File: src/rtl/tmu_pkg.sv
// Shared constants for the timer unit: data width, register kinds
// and control-bit positions. Assumes 32-bit word-aligned registers.
package tmu_pkg;
    localparam int DATA_W = 32;
    localparam int PRE_W  = 16;

    typedef enum logic [1:0] {
        RK_COUNT  = 2'd0,
        RK_RELOAD = 2'd1,
        RK_CTRL   = 2'd2,
        RK_NONE   = 2'd3
    } reg_kind_e;

    localparam int CTL_EN  = 0;
    localparam int CTL_RST = 1;
    localparam int CTL_LD  = 2;
    localparam int CTL_IE  = 3;
    localparam int CTL_IP  = 4;
endpackage

File: src/rtl/tmu_prescaler.sv
// Shared prescaler: a down-counter that reloads on zero and emits a
// combinational tick in that cycle. Assumes the write strobes are
// already qualified by the address decoder.
module tmu_prescaler
    import tmu_pkg::*;
(
    input  logic             clk,
    input  logic             rst_n,
    input  logic             wr_val,
    input  logic             wr_rel,
    input  logic [PRE_W-1:0] wdata,
    output logic [PRE_W-1:0] cnt,
    output logic [PRE_W-1:0] rel,
    output logic             tick
);
    // tick whenever the count has reached zero
    assign tick = (cnt == '0);

    // count/reload registers; a count write wins over the reload step
    always_ff @(posedge clk) begin
        if (!rst_n) begin
            cnt <= '0;
            rel <= '0;
        end else begin
            if (wr_rel) rel <= wdata;
            if (wr_val)     cnt <= wdata;
            else if (tick)  cnt <= rel;
            else            cnt <= cnt - 1'b1;
        end
    end

    AST_PRE_RELOAD: assert property (@(posedge clk) disable iff (!rst_n)
        (cnt == '0 && !wr_val) |=> cnt == $past(rel));
    AST_PRE_DEC: assert property (@(posedge clk) disable iff (!rst_n)
        (cnt != '0 && !wr_val) |=> cnt == $past(cnt) - 1'b1);
endmodule

File: src/rtl/tmu_decode.sv
// Address decoder: splits the 8-bit byte address into unit-register
// selects and per-channel selects. Misaligned addresses, word 3 of
// any page and pages of absent channels select nothing.
module tmu_decode
    import tmu_pkg::*;
#(
    parameter int NCHAN = 2
) (
    input  logic [7:0]       addr,
    output logic             sel_pval,
    output logic             sel_prel,
    output logic             sel_cap,
    output logic [NCHAN-1:0] sel_ch,
    output reg_kind_e        kind,
    output logic             hit
);
    logic       aligned;
    logic [3:0] page;
    logic [1:0] word;

    // split address into page and word fields
    always_comb begin
        aligned = (addr[1:0] == 2'b00);
        page    = addr[7:4];
        word    = addr[3:2];
        kind    = reg_kind_e'(word);
    end

    // unit-register selects live in page 0
    always_comb begin
        sel_pval = aligned && page == 4'd0 && word == 2'd0;
        sel_prel = aligned && page == 4'd0 && word == 2'd1;
        sel_cap  = aligned && page == 4'd0 && word == 2'd2;
    end

    // one select per existing channel, page n+1
    for (genvar i = 0; i < NCHAN; i++) begin : g_sel
        assign sel_ch[i] = aligned && page == 4'(i + 1) && word != 2'd3;
    end

    assign hit = sel_pval | sel_prel | sel_cap | (|sel_ch);
endmodule

File: src/rtl/tmu_channel.sv
// One timer channel: 32-bit counter, reload and control bits. Counts
// down on the shared tick while enabled; on underflow optionally flags
// pending, pulses its interrupt and reloads or stops. Register writes
// to counter or control take precedence over the tick that cycle.
module tmu_channel
    import tmu_pkg::*;
(
    input  logic              clk,
    input  logic              rst_n,
    input  logic              tick,
    input  logic              wr,
    input  reg_kind_e         kind,
    input  logic [DATA_W-1:0] wdata,
    output logic [DATA_W-1:0] rdata,
    output logic              irq
);
    logic [DATA_W-1:0] counter;
    logic [DATA_W-1:0] reload;
    logic en, restart, ie, pend;
    logic wr_cnt, wr_ctl, wr_rld;

    // qualify the write by register kind
    always_comb begin
        wr_cnt = wr && kind == RK_COUNT;
        wr_rld = wr && kind == RK_RELOAD;
        wr_ctl = wr && kind == RK_CTRL;
    end

    // channel state: writes first, else counting and underflow
    always_ff @(posedge clk) begin
        if (!rst_n) begin
            counter <= '0;
            reload  <= '0;
            en      <= 1'b0;
            restart <= 1'b0;
            ie      <= 1'b0;
            pend    <= 1'b0;
            irq     <= 1'b0;
        end else begin
            irq <= 1'b0;
            if (wr_rld) reload <= wdata;
            if (wr_ctl) begin
                en      <= wdata[CTL_EN];
                restart <= wdata[CTL_RST];
                ie      <= wdata[CTL_IE];
                if (wdata[CTL_IP]) pend <= 1'b0;
                if (wdata[CTL_LD]) counter <= reload;
            end else if (wr_cnt) begin
                counter <= wdata;
            end else if (tick && en) begin
                if (counter == '0) begin
                    if (ie) begin
                        pend <= 1'b1;
                        irq  <= 1'b1;
                    end
                    if (restart) counter <= reload;
                    else         en      <= 1'b0;
                end else begin
                    counter <= counter - 1'b1;
                end
            end
        end
    end

    // read view of the selected register
    always_comb begin
        unique case (kind)
            RK_COUNT:  rdata = counter;
            RK_RELOAD: rdata = reload;
            RK_CTRL:   rdata = {27'd0, pend, ie, 1'b0, restart, en};
            default:   rdata = '0;
        endcase
    end

    AST_CNT_HOLD: assert property (@(posedge clk) disable iff (!rst_n)
        (!en && !wr_cnt && !wr_ctl) |=> counter == $past(counter));
    AST_IRQ_PEND: assert property (@(posedge clk) disable iff (!rst_n)
        irq |-> pend);
endmodule

File: src/rtl/tmu_unit.sv
// Top of the timer unit front end: decodes single-cycle accesses,
// hosts the shared prescaler, the capability word and NCHAN channels,
// and returns registered read data one cycle after a read request.
module tmu_unit
    import tmu_pkg::*;
#(
    parameter int NCHAN    = 2,
    parameter int IRQ_BASE = 8
) (
    input  logic              clk,
    input  logic              rst_n,
    input  logic              bus_valid,
    input  logic              bus_write,
    input  logic [7:0]        bus_addr,
    input  logic [DATA_W-1:0] bus_wdata,
    output logic [DATA_W-1:0] bus_rdata,
    output logic [NCHAN-1:0]  irq
);
    localparam logic [2:0]        NCH_FIELD  = 3'(NCHAN);
    localparam logic [4:0]        BASE_FIELD = 5'(IRQ_BASE);
    localparam logic [DATA_W-1:0] CAP_WORD   =
        {22'd0, 1'b1, 1'b1, BASE_FIELD, NCH_FIELD};

    logic              sel_pval, sel_prel, sel_cap, hit;
    logic [NCHAN-1:0]  sel_ch;
    reg_kind_e         kind;
    logic [PRE_W-1:0]  pre_cnt, pre_rel;
    logic              tick;
    logic              do_wr, do_rd;
    logic [DATA_W-1:0] ch_rdata [NCHAN];
    logic [DATA_W-1:0] rd_next;

    assign do_wr = bus_valid &&  bus_write;
    assign do_rd = bus_valid && !bus_write;

    tmu_decode #(.NCHAN(NCHAN)) u_dec (
        .addr     (bus_addr),
        .sel_pval (sel_pval),
        .sel_prel (sel_prel),
        .sel_cap  (sel_cap),
        .sel_ch   (sel_ch),
        .kind     (kind),
        .hit      (hit)
    );

    tmu_prescaler u_pre (
        .clk    (clk),
        .rst_n  (rst_n),
        .wr_val (do_wr && sel_pval),
        .wr_rel (do_wr && sel_prel),
        .wdata  (bus_wdata[PRE_W-1:0]),
        .cnt    (pre_cnt),
        .rel    (pre_rel),
        .tick   (tick)
    );

    for (genvar i = 0; i < NCHAN; i++) begin : g_ch
        tmu_channel u_ch (
            .clk   (clk),
            .rst_n (rst_n),
            .tick  (tick),
            .wr    (do_wr && sel_ch[i]),
            .kind  (kind),
            .wdata (bus_wdata),
            .rdata (ch_rdata[i]),
            .irq   (irq[i])
        );
    end

    // read mux: OR of whichever target is selected, zero when none
    always_comb begin
        rd_next = '0;
        if (sel_pval) rd_next = {{(DATA_W-PRE_W){1'b0}}, pre_cnt};
        if (sel_prel) rd_next = {{(DATA_W-PRE_W){1'b0}}, pre_rel};
        if (sel_cap)  rd_next = CAP_WORD;
        for (int i = 0; i < NCHAN; i++) begin
            if (sel_ch[i]) rd_next = rd_next | ch_rdata[i];
        end
    end

    // registered read data, held between reads
    always_ff @(posedge clk) begin
        if (!rst_n)     bus_rdata <= '0;
        else if (do_rd) bus_rdata <= rd_next;
    end

    AST_UNMAPPED_RD: assert property (@(posedge clk) disable iff (!rst_n)
        (do_rd && !hit) |=> bus_rdata == '0);
    AST_CAP_READ: assert property (@(posedge clk) disable iff (!rst_n)
        (do_rd && bus_addr == 8'h08) |=> bus_rdata == CAP_WORD);
endmodule

File: config.mk
export PLATFORM = sky130hd
export DESIGN_NAME = tmu_unit
export DESIGN_NICKNAME = d
export VERILOG_FILES = /design/src/rtl/tmu_pkg.sv /design/src/rtl/tmu_prescaler.sv /design/src/rtl/tmu_decode.sv /design/src/rtl/tmu_channel.sv /design/src/rtl/tmu_unit.sv
export SDC_FILE = /design/constraint.sdc
export NUM_CORES = 1
export LEC_CHECK = 0
export ABC_AREA = 1
export BUFFER_PORTS_ARGS = -buffer_cell sky130_fd_sc_hd__clkbuf_2
export CELL_PAD_IN_SITES_DETAIL_PLACEMENT = 1
export CELL_PAD_IN_SITES_GLOBAL_PLACEMENT = 2
export CORE_UTILIZATION = 31
export DETAILED_ROUTE_END_ITERATION = 6
export PLACE_DENSITY_LB_ADDON = 0.1
export SYNTH_ARGS = -nofsm -noshare
export SYNTH_HDL_FRONTEND = slang
export SYNTH_HIERARCHICAL = 1
export SYNTH_SLANG_ARGS = --single-unit
File: constraint.sdc
create_clock -name clk -period 2.3 [get_ports clk]
set_input_delay 0.345 -clock clk [delete_from_list [all_inputs] [get_ports clk]]
set_output_delay 0.345 -clock clk [all_outputs]
set_load 0.03 [all_outputs]
Word level (Yosys, flattened, before mapping). Index checks and enable logic that the tools add are counted. Widths: inputs -> output; s select.

Flip-flop bits (word level): 202. Input port bits: 44. Output and inout port bits: 34. Logic and storage cells: 131.

$add $sub $neg: 3. Equality and inequality tests: 15. Muxes and demuxes: 44. Bitwise operators: 7. Reductions and logical operators: 45.

Operator list (number): $mux 32 (16); $pmux 32 s3 (2); $logic_not 32->1 (2); $or 32x32->32 (2); $sub 32x1->32 const B (2); $mux 16 (3); $mux 1 (23); $logic_and 1x1->1 (22); $ne 2x2->1 const B (9); $logic_not 16->1 (1); $sub 16x1->16 const B (1); $reduce_bool 2->1 (6); $reduce_and 5->1 (2); $reduce_or 5->1 (2); $ne 4x1->1 const B (2); $reduce_and 4->1 (2); $reduce_and 3->1 (2); $reduce_bool 3->1 (2); $not 1->1 (5); $eq 4x1->1 const B (1); $eq 4x2->1 const B (1); $logic_not 2->1 (2); $logic_not 4->1 (1); $eq 2x1->1 const B (1); 2 further kinds (2).

Depth between registers and ports, before layout. Gate-level depths: netlist (run 1).

Depth in word-level cells: 10. Depth in mapped cells: 19. Depth with buffers taken out: 15.

Hierarchy. Netlist (run 1), hierarchy kept.

Modules (own cells, without submodules): tmu_channel (g_ch[1].u_ch) (times used 1, cells an instance 740, area each 4574.4 um^2, seq. area each 1381.3 um^2); tmu_channel (g_ch[0].u_ch) (times used 1, cells an instance 730, area each 4498.1 um^2, seq. area each 1381.3 um^2); tmu_unit (times used 1, cells an instance 296, area each 2057.0 um^2, seq. area each 640.6 um^2); tmu_prescaler (times used 1, cells an instance 299, area each 1919.3 um^2, seq. area each 640.6 um^2); tmu_decode (times used 1, cells an instance 24, area each 122.6 um^2, seq. area each 0.0 um^2).

Worst setup path after synthesis (run 1). OpenSTA, ideal clock, no wires.

Path type: input to register. Start point: in bus_addr[7]. End point: reg g_ch[0].u_ch.counter[12]. Setup time: 119 ps. Data arrival time: 2197 ps. Data required time: 2181 ps. Setup slack: -16 ps. Stages: 18. Buffers on the path: 5. Cells stage by stage: nor2_2 and2_4 nand2_2 nor2_2 buf_4 buf_2 inv_1 nor2_1 nand2_1 nand2_2 inv_2 buf_6 nand3_2 nand2_2 buf_6 buf_8 nor2_1 a21oi_1.

Word-level cells in the longest chain between the ends: 7. Elaborated cells between the ends (all ways): 12. Classes of those cells: eq/ne (3); mux (2); reduce/logical (7).

Ends and longest elaborated chain: from (decl) (line tmu_unit.sv:14) `input logic [7:0] bus_addr,`; $eq 4x1->1 * (line tmu_decode.sv:38) `assign sel_ch[i] = aligned && page == 4'(i + 1) && word != 2'd3;`; $logic_and 1x1->1 * (2 in a row) (line tmu_decode.sv:38); named net sel_ch[0] (line tmu_unit.sv:25) `logic [NCHAN-1:0] sel_ch;`; $logic_and 1x1->1 * (line tmu_unit.sv:62) `.wr (do_wr && sel_ch[i]),`; $logic_and 1x1->1, on equally long branches (line tmu_channel.sv:26, tmu_channel.sv:24); $ne 4x1->1 (no line), or another cell as far along; $reduce_and 3->1 (no line) or $mux 32 (tied branches); to (signal assigned) (line tmu_channel.sv:47) `if (wdata[CTL_LD]) counter <= reload;`; to (signal assigned) (line tmu_channel.sv:49) `counter <= wdata;`; to (signal assigned) (line tmu_channel.sv:56) `if (restart) counter <= reload;`; to (decl) (line tmu_channel.sv:17) `logic [DATA_W-1:0] counter;`.

The timed path passes the listed nets; every way through them passes the cells marked *. A chain may end at the register's enable or synchronous reset.

Final worst setup path (run 1).
Start point: reg u_pre.cnt[1]. End point: reg g_ch[1].u_ch.counter[6].

Word-level cells in the longest chain between the ends: 4.

Ends and longest elaborated chain: from (decl) (line tmu_prescaler.sv:12) `output logic [PRE_W-1:0] cnt,`; from (signal assigned) (line tmu_prescaler.sv:26) `if (wr_val) cnt <= wdata;`; from (signal assigned) (line tmu_prescaler.sv:27) `else if (tick) cnt <= rel;`; from (signal assigned) (line tmu_prescaler.sv:28) `else cnt <= cnt - 1'b1;`; $logic_not 16->1 (line tmu_prescaler.sv:17) `assign tick = (cnt == '0);`; named net tick (line tmu_unit.sv:28) `logic tick;`; $logic_and 1x1->1 (line tmu_channel.sv:50) `end else if (tick && en) begin`; $reduce_bool 3->1 (no line); $reduce_and 3->1 (no line); to (signal assigned) (line tmu_channel.sv:47); to (signal assigned) (line tmu_channel.sv:49); to (signal assigned) (line tmu_channel.sv:56); to (decl) (line tmu_channel.sv:17).

The timed path passes the listed nets, and every way through them passes these cells.

==> results of run 1 <==
[worst register-to-register path, delay by kind of cell, from the launching register on]
family	cells	cell delay (ns)
AO/OA/AOI/OAI	3	0.43
adder cells (fa/ha/maj)	1	0.17
buffers and inverters	5	0.57
flip-flops	1	0.32
AND/OR/NAND/NOR	6	0.61
[layout make-up]
cell class | instances | share of cell area
multi-input cells | 1545 | 0.484
flip-flops and latches | 202 | 0.258
clock inverters | 11 | 0.00686
clock buffers | 38 | 0.0504
diodes | 1 | 0.000160
well taps | 539 | 0.0430
inverters | 234 | 0.0570
repair buffers | 207 | 0.101
[placed cells by master (no fill, tap or decap), types with 9 or more instances in the layout]
cell,count
clkbuf_2,76
dfxtp_1,202
a21oi_1,194
buf_12,17
buf_4,114
a21oi_2,41
nor2_4,16
xor2_1,39
nand2_1,489
inv_1,219
nor2_1,290
clkbuf_16,29
nand3_1,83
o21ai_1,51
o21ai_2,17
inv_2,11
o21ai_0,168
nand3_2,9
o22ai_1,54
nor2_2,22
nand2_2,26
[layer usage]
layer | up-vias | share of wire | track usage
li1 | 6986 | - | -
met4 | 0 | 0.019 | 0.0536
met5 | - | 0 | 0
met3 | 54 | 0.040 | 0.0249
met2 | 263 | 0.44 | 0.417
met1 | 6833 | 0.50 | 0.391
[power by group]
group / total, W / internal [W] / switching [W] / leakage, nW
combinational: 0.00268 / 0.000931 / 0.00175 / 4.94
clock: 0.00438 / 0.00260 / 0.00178 / 0.446
sequential: 0.00379 / 0.00365 / 0.000140 / 1.63
total: 0.0109 / 0.00718 / 0.00367 / 7.02
[state kept, by name, summed over array words and instances (netlist names)]
register and count:
g_ch.u_ch/counter 64, u_pre/cnt 16, g_ch.u_ch/ie 2, u_pre/rel 16, g_ch.u_ch/pend 2, g_ch.u_ch/reload 64, bus_rdata 32, g_ch.u_ch/irq 2
g_ch.u_ch/en 2, g_ch.u_ch/restart 2
[worst max path at each step]
stage / from / to / slack (ns) / cells past startpoint
after floorplan: bus_addr[7] / g_ch[0].u_ch/counter[12] / 0.001 / 18
after global placement: bus_addr[1] / g_ch[0].u_ch/counter[22] / -0.27 / 15
after detailed placement: bus_addr[7] / g_ch[0].u_ch/counter[22] / -0.35 / 15
after CTS: u_pre/cnt[0] / g_ch[1].u_ch/counter[6] / 0.02 / 15
after global routing: u_pre/cnt[1] / g_ch[1].u_ch/counter[6] / 0.02 / 15
final: u_pre/cnt[1] / g_ch[1].u_ch/counter[6] / 0.11 / 15
[stage by stage]
stage          setup WS [ns]  cells  utilization  total power [W]
2_1_floorplan       0.000958   2086            -          0.00557
3_3_place_gp          -0.267   2727        0.351          0.00644
3_5_place_dp          -0.353   2727        0.351          0.00648
4_1_cts               0.0184   2776        0.373           0.0109
5_1_grt               0.0165   2776        0.374           0.0113
6_report               0.112   2777        0.374           0.0109
[what timing repair did]
item | in CTS | in global routing
setup buffers | 0 | 0
gates resized for setup | 2 | 8
endpoints found under the setup margin | 2 | 52
pin swaps | 0 | 0
==> impl_metrics.env, run 1 <==
export IMPL_first_global_vias=14100
export IMPL_fp_dieH_um=208
export IMPL_vias_per_cell=5.09
export IMPL_antenna_found_initial=7
export IMPL_grt_pass1_wl_um=88300
export IMPL_rsz0062_at_grt="no"
export IMPL_fill_cells=5497
export IMPL_finalCriticalPeriod_ns=2.19
export IMPL_slew_violations=0
export IMPL_gr_total_overflow=0
export IMPL_ios=78
export IMPL_hpwl_um=44400
export IMPL_fp_dieW_um=208
export IMPL_clock_fmax_ghz=0.457
export IMPL_multiInputGateArea_um2=7590
export IMPL_crit_type="flop to flop"
export IMPL_netlist_instances=2086
export IMPL_std_cell_rows=75
export IMPL_cp_cell_sequence="inv_1 -> ha_4 -> inv_1 -> nor2_1 -> nand2_1 -> nor2_4 -> nand2_4 -> inv_2 -> nand2_1 -> a21oi_4 -> nand2_4 -> inv_8 -> buf_12 -> o21ai_1 -> a21oi_1"
export IMPL_finalNetCount=2268
export IMPL_cap_violations=0
export IMPL_cts_tree="yes"
export IMPL_setup_viol=0
export IMPL_cts_buffers=28
export IMPL_maxSlewHeadroom=0.507
export IMPL_clock_sinks=202
export IMPL_hp_start="bus_wdata[17]"
export IMPL_final_cell_area_um2=15700
export IMPL_synth_nets=2136
export IMPL_synth_warnings=6
export IMPL_grt_total_usage=0.265
export IMPL_htreeDepth=1
export IMPL_drtIter0Drc=875
export IMPL_worstPathMaxFanout=16
export IMPL_first_pass_iters=5
export IMPL_cts_clk_slew_worst_paths_ns=0.06
export IMPL_hold_end="g_ch[1].u_ch/reload[17]"
export IMPL_critPathSlowestCell="dfxtp_1"
export IMPL_regArea_um2=4040
export IMPL_leakage_nw=7.02
export IMPL_drive_gt1_frac=0.181
export IMPL_rr_startpoint="u_pre/cnt[1]"
export IMPL_hold_violations=0
export IMPL_cts_max_path_buffers=3
export IMPL_clock_skew_ns=0.00848
export IMPL_root_buffer="clkbuf_16"
export IMPL_port_buffers=77
export IMPL_drc=0
export IMPL_ff2ff_path_depth=15
export IMPL_r2r_slack_ns=0.11
export IMPL_power_density_nw_per_um2=692
export IMPL_syn_area_per_cell_um2=6.31
export IMPL_arrival_ns=2.67
export IMPL_placed_area_um2=14700
export IMPL_crit_path_end_kind="flop"
export IMPL_hold_class="input pin to flop"
export IMPL_antenna_left=0
export IMPL_cpLargestDelayFamily="simple AND/OR/NAND/NOR gates"
export IMPL_ir_drop_uv=434
export IMPL_fin_crit_sh=0.951
export IMPL_place_gp_congestion=0.864
export IMPL_status="finished, final reports clean"
export IMPL_via_count=14100
export IMPL_grt_max_degree=64
export IMPL_holdWs_ns=0.189
export IMPL_start_util=0.314
export IMPL_wl_um=57800
export IMPL_core_area_um2=41900
export IMPL_critPathBufInv=5
export IMPL_syn_area_um2=13200
export IMPL_setup_tns_final_ns=0
export IMPL_startpoint_type="flop"
export IMPL_area_delta_synth_final_pct=19.1
export IMPL_cts_hold_buf=0
export IMPL_avgRoutedWirePerCell_um=20.8
export IMPL_tightest_slew_ns=0.739
export IMPL_die_area_um2=43300
export IMPL_crit_required_ns=2.79
export IMPL_cp_slowest_stage_delay_ns=0.32
export IMPL_min_path_cells=3
export IMPL_insertion_delay_ns=0.57
export IMPL_r2r_end="g_ch[1].u_ch/counter[6]"
No activity file was read; power rests on OpenSTA's default activity.
==> run 2, diff against run 1 <==
==> constraint.sdc (replaced) <==
create_clock -name clk -period 2.3 [get_ports clk]
set_input_delay 0 -clock clk [delete_from_list [all_inputs] [get_ports clk]]
set_output_delay 0 -clock clk [all_outputs]
set_load 0.03 [all_outputs]
==> impl_metrics.env, run 2 (same netlist as run 1, synthesis figures left out) <==
export IMPL_worstPathMaxFanout=18
export IMPL_leakage_nw=6.91
export IMPL_wl_um=58400
export IMPL_clock_fmax_ghz=0.471
export IMPL_cts_clk_slew_worst_paths_ns=0.06
export IMPL_insertion_delay_ns=0.57
export IMPL_ir_drop_uv=590
export IMPL_hold_class="input pin to flop"
export IMPL_clock_sinks=202
export IMPL_grt_total_usage=0.266
export IMPL_slew_violations=0
export IMPL_final_common_cell="nand2_1"
export IMPL_place_gp_congestion=0.867
export IMPL_gr_total_overflow=0
export IMPL_tightest_slew_ns=0.807
export IMPL_ios=78
export IMPL_finalNetCount=2272
export IMPL_clock_skew_ns=0.0230
export IMPL_root_buffer="clkbuf_16"
export IMPL_grt_pass1_wl_um=88800
export IMPL_pre_cts_slack_ns=-0.0575
export IMPL_rsz0062_at_grt="no"
export IMPL_std_cell_rows=75
export IMPL_port_buffers=77
export IMPL_cts_max_path_buffers=3
export IMPL_core_area_um2=41900
export IMPL_maxSlewHeadroom=0.461
export IMPL_setup_viol=0
export IMPL_hold_violations=0
export IMPL_die_area_um2=43300
export IMPL_vias_per_cell=5.11
export IMPL_cap_violations=0
export IMPL_drtIter0Drc=1062
export IMPL_hpwl_um=44200
export IMPL_arrival_ns=2.56
export IMPL_avgRoutedWirePerCell_um=21.0
export IMPL_power_density_nw_per_um2=676
export IMPL_num_antenna_cells=0
export IMPL_drive_gt1_frac=0.165
export IMPL_first_pass_iters=5
export IMPL_crit_path_end_kind="flop"
export IMPL_mostFrequentLayoutCells="nand2_1, nor2_1, inv_1"
export IMPL_fin_crit_sh=0.923
export IMPL_start_util=0.314
export IMPL_numPlacedInstances=2692
export IMPL_via_count=14200
export IMPL_fin_ws_ns=0.177
export IMPL_crit_type="flop to flop"
export IMPL_crit_required_ns=2.73
export IMPL_fp_dieH_um=208
export IMPL_startpoint_type="flop"
export IMPL_cts_buffers=27
export IMPL_status="finished, final reports clean"
export IMPL_finalCriticalPeriod_ns=2.12
export IMPL_area_delta_synth_final_pct=18.7
export IMPL_fp_dieW_um=208
export IMPL_antenna_left=0
export IMPL_cts_tree="yes"
export IMPL_antenna_found_initial=2
export IMPL_fin_cells=2776
export IMPL_drc=0
export IMPL_first_global_vias=14200
export IMPL_top_regs="g_ch.u_ch/counter: 64 flops, g_ch.u_ch/reload: 64 flops, bus_rdata: 32 flops"
export IMPL_grt_max_degree=64
export IMPL_htreeDepth=1
## run 2: power by group
group	leakage (nW)	internal [W]	switching (W)	total [W]
Sequential	1.63	0.00365	0.000152	0.00381
Clock	0.393	0.00238	0.00169	0.00407
Combinational	4.88	0.000947	0.00173	0.00268
## run 2: path summary, 6_finish.rpt
kind                           startpoint                  endpoint  slack [ns]  cells past startpoint
setup / recovery             u_pre/cnt[1]  g_ch[1].u_ch/counter[22]        0.18                     14
hold / removal                bus_addr[2]    g_ch[0].u_ch/reload[1]        0.03                      6
setup reg to reg             u_pre/cnt[1]  g_ch[1].u_ch/counter[22]        0.18                     14
hold reg to reg   g_ch[0].u_ch/reload[12]  g_ch[0].u_ch/counter[12]        0.47                      2
## run 2: repair_timing
item / CTS / global route
setup endpoints to repair: 1 / 64
resized for setup: 1 / 13
cloned: 0 / 2
hold buffers: 34 / 0
pin swaps: 0 / 2
hold endpoints to repair: 130 / 0
setup buffers: 0 / 4
## run 2: per-stage QoR
step	cell area (um2)	utilization	hold slack [ns]	power, W	setup TNS [ns]
2_1_floorplan	13200	-	0.135	0.00557	0
3_3_place_gp	14300	0.342	0.405	0.00642	0
3_5_place_dp	14300	0.342	0.408	0.00645	-0.311
4_1_cts	15500	0.369	0.0107	0.0106	0
5_1_grt	15600	0.372	0.0820	0.0110	0
6_report	15600	0.372	0.0346	0.0106	0
## run 2: metal layers
layer	wire length, um	share of wire	global-route usage	vias up
li1	-	-	-	6984
met1	29500	0.51	0.400	6864
met2	25500	0.44	0.411	281
met3	2230	0.038	0.0210	49
met4	1120	0.019	0.0547	0
met5	0	0	0	-
## run 2: final cells by class
| class | instances | area, um2 |
|---|---|---|
| fillers | 5498 | 26300 |
| multi-input cells | 1545 | 7580 |
| flip-flops and latches | 202 | 4040 |
| repair buffers | 212 | 1600 |
| inverters | 234 | 901 |
| clock buffers | 42 | 772 |
| well taps | 539 | 674 |
| clock inverters | 2 | 35.0 |
## run 2: critical path: stages, from the launching register on
cell	delay (ns)
dfxtp_1	0.32
inv_1	0.12
ha_4	0.16
inv_1	0.04
nor2_1	0.08
nand2_1	0.09
nor2_4	0.12
nand2_4	0.06
inv_2	0.12
nand2_1	0.13
a21oi_4	0.19
nand2_4	0.10
buf_6	0.17
nor3_2	0.18
a21oi_1	0.09
